### config.mk
export PLATFORM = sky130hd
export DESIGN_NAME = sio_duplex_master
export DESIGN_NICKNAME = d
export VERILOG_FILES = /design/src/rtl/sio_pkg.sv /design/src/rtl/sio_seq.sv /design/src/rtl/sio_tx.sv /design/src/rtl/sio_rx.sv /design/src/rtl/sio_duplex_master.sv
export SDC_FILE = /design/constraint.sdc
export NUM_CORES = 1
export LEC_CHECK = 0
export ABC_AREA = 1
export ABC_CLOCK_PERIOD_IN_PS = 1500
export BUFFER_PORTS_ARGS = -buffer_cell sky130_fd_sc_hd__buf_2
export CAP_MARGIN = 20
export CORE_ASPECT_RATIO = 0.7
export CORE_MARGIN = 10
export CORE_UTILIZATION = 49
export DETAILED_ROUTE_END_ITERATION = 12
export GPL_ROUTABILITY_DRIVEN = 1
export PLACE_DENSITY_LB_ADDON = 0.08
export SLEW_MARGIN = 20
export SYNTH_ARGS = -nofsm -noshare
export SYNTH_HDL_FRONTEND = slang
export SYNTH_HIERARCHICAL = 1
export SYNTH_SLANG_ARGS = --single-unit
### constraint.sdc
create_clock -name clk -period 1.5 [get_ports clk]
set_input_delay 0.15 -clock clk [delete_from_list [all_inputs] [get_ports clk]]
set_output_delay 0.15 -clock clk [all_outputs]
set_load 0.01 [all_outputs]
### src/rtl/sio_pkg.sv
package sio_pkg;
  // Serial-clock events produced by the sequencer, valid for one system cycle
  typedef struct packed {
    logic rise;  // sclk goes high at this edge: sample receive line
    logic fall;  // sclk goes low mid-frame: present next transmit bit
    logic last;  // frame ends at this edge
  } sio_evt_t;
endpackage

### src/rtl/sio_seq.sv
module sio_seq
  import sio_pkg::*;
#(
  parameter int HALF = 2,
  parameter int BITS = 8
) (
  input  logic     clk,
  input  logic     rst_n,
  input  logic     start,
  output logic     sclk,
  output logic     busy,
  output sio_evt_t evt
);
  localparam int CW = (HALF > 1) ? $clog2(HALF) : 1;
  localparam int BW = (BITS > 1) ? $clog2(BITS) : 1;

  logic [CW-1:0] cnt;
  logic [BW-1:0] bitn;
  logic          tick;

  assign tick     = busy && (cnt == CW'(HALF - 1));
  assign evt.rise = tick && !sclk;
  assign evt.last = tick && sclk && (bitn == BW'(BITS - 1));
  assign evt.fall = tick && sclk && (bitn != BW'(BITS - 1));

  always_ff @(posedge clk or negedge rst_n) begin
    if (!rst_n) begin
      cnt  <= '0;
      bitn <= '0;
      sclk <= 1'b1;
      busy <= 1'b0;
    end else if (start) begin
      busy <= 1'b1;
      sclk <= 1'b0;
      cnt  <= '0;
      bitn <= '0;
    end else if (busy) begin
      if (tick) begin
        cnt <= '0;
        if (evt.rise) begin
          sclk <= 1'b1;
        end else if (evt.last) begin
          busy <= 1'b0;
        end else begin
          sclk <= 1'b0;
          bitn <= bitn + 1'b1;
        end
      end else begin
        cnt <= cnt + 1'b1;
      end
    end
  end
endmodule

### src/rtl/sio_tx.sv
module sio_tx #(
  parameter int W = 8
) (
  input  logic         clk,
  input  logic         rst_n,
  input  logic         wr_en,
  input  logic [W-1:0] wr_data,
  input  logic         load,
  input  logic         shift,
  input  logic         done,
  output logic         hold_v,
  output logic         txd
);
  logic [W-1:0] hold;
  logic [W-1:0] sh;

  always_ff @(posedge clk or negedge rst_n) begin
    if (!rst_n) begin
      hold   <= '0;
      hold_v <= 1'b0;
      sh     <= '0;
      txd    <= 1'b1;
    end else begin
      if (wr_en) begin
        hold   <= wr_data;
        hold_v <= 1'b1;
      end else if (load) begin
        hold_v <= 1'b0;
      end
      if (load) begin
        txd <= hold[0];
        sh  <= hold >> 1;
      end else if (shift) begin
        txd <= sh[0];
        sh  <= sh >> 1;
      end else if (done) begin
        txd <= 1'b1;
      end
    end
  end
endmodule

### src/rtl/sio_rx.sv
module sio_rx #(
  parameter int W = 8
) (
  input  logic         clk,
  input  logic         rst_n,
  input  logic         rxd,
  input  logic         sample,
  input  logic         done,
  input  logic         rd,
  output logic         hold_v,
  output logic [W-1:0] hold,
  output logic         pend,
  output logic         irq
);
  logic [W-1:0] sh;
  logic         move;

  assign move = pend && !hold_v;

  always_ff @(posedge clk or negedge rst_n) begin
    if (!rst_n) begin
      sh     <= '0;
      hold   <= '0;
      hold_v <= 1'b0;
      pend   <= 1'b0;
      irq    <= 1'b0;
    end else begin
      irq <= move;
      if (sample) sh <= {rxd, sh[W-1:1]};
      if (done) pend <= 1'b1;
      else if (move) pend <= 1'b0;
      if (move) begin
        hold   <= sh;
        hold_v <= 1'b1;
      end else if (rd) begin
        hold_v <= 1'b0;
      end
    end
  end
endmodule

### src/rtl/sio_duplex_master.sv
module sio_duplex_master
  import sio_pkg::*;
#(
  parameter int W    = 8,
  parameter int HALF = 2
) (
  input  logic         clk,
  input  logic         rst_n,
  input  logic         duplex_en,
  input  logic         dbl_buf,
  input  logic         tx_valid,
  input  logic [W-1:0] tx_data,
  output logic         tx_ready,
  output logic         rx_valid,
  output logic [W-1:0] rx_data,
  input  logic         rx_ready,
  output logic         sclk,
  output logic         txd,
  input  logic         rxd,
  output logic         tx_irq,
  output logic         rx_irq,
  output logic         tx_empty,
  output logic         rx_full
);
  sio_evt_t evt;
  logic     busy, start, rx_free;
  logic     tx_hold_v, rx_hold_v, rx_pend;

  // Receive side can take a new frame's byte: double mode lets the waiting
  // byte move up on the start edge, single mode needs both stages clear.
  assign rx_free  = dbl_buf ? (!rx_pend || !rx_hold_v) : (!rx_pend && !rx_hold_v);
  assign start    = !busy && duplex_en && tx_hold_v && rx_free;
  assign tx_ready = !tx_hold_v && (dbl_buf || !busy);
  assign tx_empty = !tx_hold_v;
  assign rx_valid = rx_hold_v;
  assign rx_full  = rx_hold_v;

  sio_seq #(.HALF(HALF), .BITS(W)) u_seq (
    .clk(clk), .rst_n(rst_n), .start(start),
    .sclk(sclk), .busy(busy), .evt(evt)
  );

  sio_tx #(.W(W)) u_tx (
    .clk(clk), .rst_n(rst_n),
    .wr_en(tx_valid && tx_ready), .wr_data(tx_data),
    .load(start), .shift(evt.fall), .done(evt.last),
    .hold_v(tx_hold_v), .txd(txd)
  );

  sio_rx #(.W(W)) u_rx (
    .clk(clk), .rst_n(rst_n), .rxd(rxd),
    .sample(evt.rise), .done(evt.last), .rd(rx_valid && rx_ready),
    .hold_v(rx_hold_v), .hold(rx_data), .pend(rx_pend), .irq(rx_irq)
  );

  always_ff @(posedge clk or negedge rst_n) begin
    if (!rst_n) tx_irq <= 1'b0;
    else        tx_irq <= evt.last;
  end
endmodule

# After elaboration in Yosys (flattened, before gate mapping)

Index checks and enable logic that the tools add are counted.

Reduce and logical (&&, ||, !) cells: 29
Muxes and demuxes: 30
Add/sub/neg operators: 2
Equality and inequality tests: 5

Operators by type and width:

| cell                  | number |
|---|---|
| $mux W1               | 23 |
| $mux W8               | 2 |
| $mux W3               | 5 |
| $logic_and A1 B1 Y1   | 13 |
| $reduce_bool A2 Y1    | 6 |
| $logic_not A1 Y1      | 5 |
| $ne A2 B2 Y1 const B  | 2 |
| $reduce_and A4 Y1     | 1 |
| $add A3 B1 Y3 const B | 1 |
| $eq A3 B3 Y1 const B  | 1 |
| $ne A3 B2 Y1 const B  | 1 |
| $ne A3 B3 Y1 const B  | 1 |
| $reduce_and A3 Y1     | 1 |
| $reduce_bool A3 Y1    | 1 |
| $logic_or A1 B1 Y1    | 2 |
| $add A1 B1 Y1 const B | 1 |

Output and inout port bits: 16
Input bits: 15
Register bits after elaboration: 44
Word-level logic and storage cells: 80

# Logic depth before layout (Yosys ltp)

Depth in word-level cells: 8
Mapped depth: 10
Depth with buffers taken out: 9

# Modules after synthesis

Netlist, hierarchy kept.

Modules (own cells, without submodules):

| module            | times used | cells an instance | seq. area each (µm²) | area an instance (µm²) |
|---|---|---|---|---|
| sio_tx            | 1          | 94                | 426.7                | 762.0 |
| sio_rx            | 1          | 70                | 475.5                | 705.7 |
| sio_seq           | 1          | 36                | 151.4                | 306.5 |
| sio_duplex_master | 1          | 15                | 25.0                 | 92.6 |

# Worst setup path after synthesis

No wires, ideal clock.

Path type: register -> register
Start: register u_seq.bitn[0]
End: register u_tx.txd
Setup time: 60 ps
Data arrival time: 1456 ps
Buffers on the path: 0
Data required time: 1440 ps
Cell stages (with the launch flop): 10
Clock period less this slack: 1517 ps
Setup slack: -17 ps
Cells stage by stage: dfrtp_1 -> ha_1 -> ha_1 -> inv_1 -> nand4_1 -> inv_1 -> inv_2 -> nand2_4 -> nand3_2 -> nand2_1

RTL lines:

| element                  | RTL line      | text |
|---|---|---|
| start: declaration       | sio_seq.sv:18 | `logic [BW-1:0] bitn;` |
| start signal: assignment | sio_seq.sv:46 | `bitn <= bitn + 1'b1;` |
| end signal: assignment   | sio_tx.sv:31  | `txd <= hold[0];` |
| end signal: assignment   | sio_tx.sv:34  | `txd <= sh[0];` |
| end: declaration         | sio_tx.sv:12  | `output logic txd` |

==> out/results.ini <==
[routing]
dr.pass1.iters=4
vias_per_cell=4.57
drt_wl_total_mm=3.58
drt_iter0_markers=85
vias=1416
remaining_drc_errors=0
wl_per_cell_microns=11.5
ant_nets=0

[logic_synthesis]
netlist.area_leader.share=0.550
yosysMostFrequentCell=nand2_1
synth_area_sq_um=1870
postSynthCellCount=215
synth_edf_count=0
synth_area_leader_cell=dfrtp_1
synth_flop_cell=dfrtp_1
synthTopCellsByCount=91 x nand2_1, 41 x dfrtp_1, 18 x inv_1, 12 x nand3_1, 11 x nor2_1
ys_types=26
yosys_warnings=6
syn_avg_cell_area_sq_um=8.68
syn_nets=232
yosys-top-cells-area=dfrtp_1 55%, nand2_1 18%, inv_1 3.6%
ys_seq_elements=43
synth-async-reset-ratio=1.00
synth-seq-area-share=0.578

[global_route]
grt_util_met2=0.179
grt_start_max_net_pins=44
top_usage_layer=met2
grt_antenna_before_repair=0
grt_pass1_wl_mm=6.47
grt-ovfl-total=0
grt_usage=0.116
use_met3=0.0406
grt_pass1_vias=1433
grt_use_met1=0.154

[critical_path]
r2r-end=u_tx/sh[3]
worstPathMaxFanout=7
crit_start=u_seq/bitn[0]
startpoint_type=flop
r2r_cells=9
r2r_start=u_seq/bitn[0]
critPathKind=reg -> reg
critical_path_arrival_ns=1.60
endpoint=u_tx/sh[3]
crit_required_ns=1.72
crit_path_end_kind=flop
r2r_setup_slack_ns=0.12

[clock_tree]
cts_buffer_depth=2
clk_pin_slew_ns=0.08
insertion_delay_ns=0.28
clock-sinks=43
cts_tree=yes
root_buffer=clkbuf_8
htreeDepth=2
cts_buffers=5

[placed_design]
place_congestion=0.778
dp_cells=300
dpl_cell_area_sq_um=2140
numPortBuffers=30
pre_cts_ws_ns=0.0576
place_hpwl_mm=2.67

[final_layout]
syn_to_final_growth_pct=22.0
fin_cells=310
drive_gt1_frac=0.262
design_area_sq_um=2280
final_nets=276
utilization=0.632
antenna_cells=0

[die]
dieWidth_microns=93.8
initial_core_util=0.518
row_count=18
ios=31
dieArea_sq_um=6720
die_h_microns=71.6
core_area_sq_um=3600

[worst_hold_path]
hold-path-cell-count=3
hold_path.startpoint=tx_data[6]
hold_class=in -> reg

[timing]
tightest_slew_ns=0.229
drv_slew=0
layout_min_cycle_time_ns=1.38
rsz0062_at_grt=false
finClkSkew_ns=0.00700
setup_viol=0
clock.fmax_mhz=726
fin_hold_ws_ns=0.0616
finalSetupTns_ns=0
finalWorstSetupSlack_ns=0.123
final.period_utilization=0.918
slew_headroom=0.847
finalHoldViolations=0

[power_and_ir_drop]
power.leakage_nw=1.27
finalPower_mw=4.51
ir_drop_mv=0.992
powerDensity_nw_per_um2=1980

[job]
maxCapViolCount=0

[run_status]
status=finished, final reports clean

[critical path: stages (launching register included)]
cell	delay, ns
dfrtp_1	0.38
ha_1	0.20
ha_2	0.18
inv_2	0.05
nand4_1	0.10
inv_2	0.14
inv_2	0.06
nand2_4	0.10
nand2_1	0.07
nand2_1	0.05
[kinds of logic (layout without fill, tap and decap cells)]
family,Yosys count,in the layout,share of synthesized area
flops,43,43,0.578
buf+inv,28,73,0.0704
simple gates,127,127,0.295
compound gates,15,15,0.0436
fa+ha+maj,2,2,0.0134
[routing by layer]
metal,routed length [microns],part of all wire
met1,1900,0.53
met2,1490,0.41
met3,174,0.049
met4,19,0.0053
met5,0,0
[final cells by class]
| cell class | instances | area (sq um) |
|---|---|---|
| clock buffer | 6 | 82.6 |
| clock inverter | 2 | 35.0 |
| fill | 330 | 1330 |
| inverter | 23 | 88.8 |
| multi-input combinational | 144 | 662 |
| sequential | 43 | 1080 |
| tap | 50 | 62.6 |
| timing repair buffer | 42 | 268 |
[flip-flops by register name, indices dropped and copies added, names as in the netlist]
register     flops
tx_irq           1
u_rx/hold_v      1
u_tx/sh          7
u_seq/busy       1
u_rx/irq         1
u_rx/hold        8
u_seq/bitn       3
u_tx/hold        8
u_seq/cnt        1
u_tx/txd         1
u_rx/pend        1
u_tx/hold_v      1
u_seq/sclk       1
u_rx/sh          8
[power by group]
part / total, mW / internal [mW] / switching (mW) / leakage (nW)
clock network: 0.904 / 0.539 / 0.366 / 0.0612
registers: 1.97 / 1.69 / 0.285 / 0.532
logic: 1.64 / 0.658 / 0.980 / 0.680
total: 4.51 / 2.88 / 1.63 / 1.27
[repair_timing]
| action | CTS | global route |
|---|---|---|
| hold buffers | 1 | 0 |
| endpoints found under the hold margin | 41 | 0 |
| setup endpoints to repair | 0 | 10 |
| setup buffers | 0 | 1 |
| resized for setup | 0 | 3 |
[worst min path at each step]
stage / to
floorplan: tx_irq
global placement: u_rx/hold[0]
detailed placement: u_rx/irq
CTS: u_tx/hold[4]
global route: u_tx/hold[6]
finish: u_tx/hold[6]
[placed cells by master, fill, tap and decap left out, drive strengths merged]
cell / count
dfrtp: 41
inv: 23
bufinv: 1
nor3: 1
nand4: 4
nand3: 13
nand2: 94
dfstp: 2
clkinv: 1
a21oi: 5
dlygate4sd3: 1
buf: 41
clkbuf: 6
and2: 1
nor2: 14
a21o: 1
o21ai: 9
ha: 2
Power figures use the tool's default switching activity.
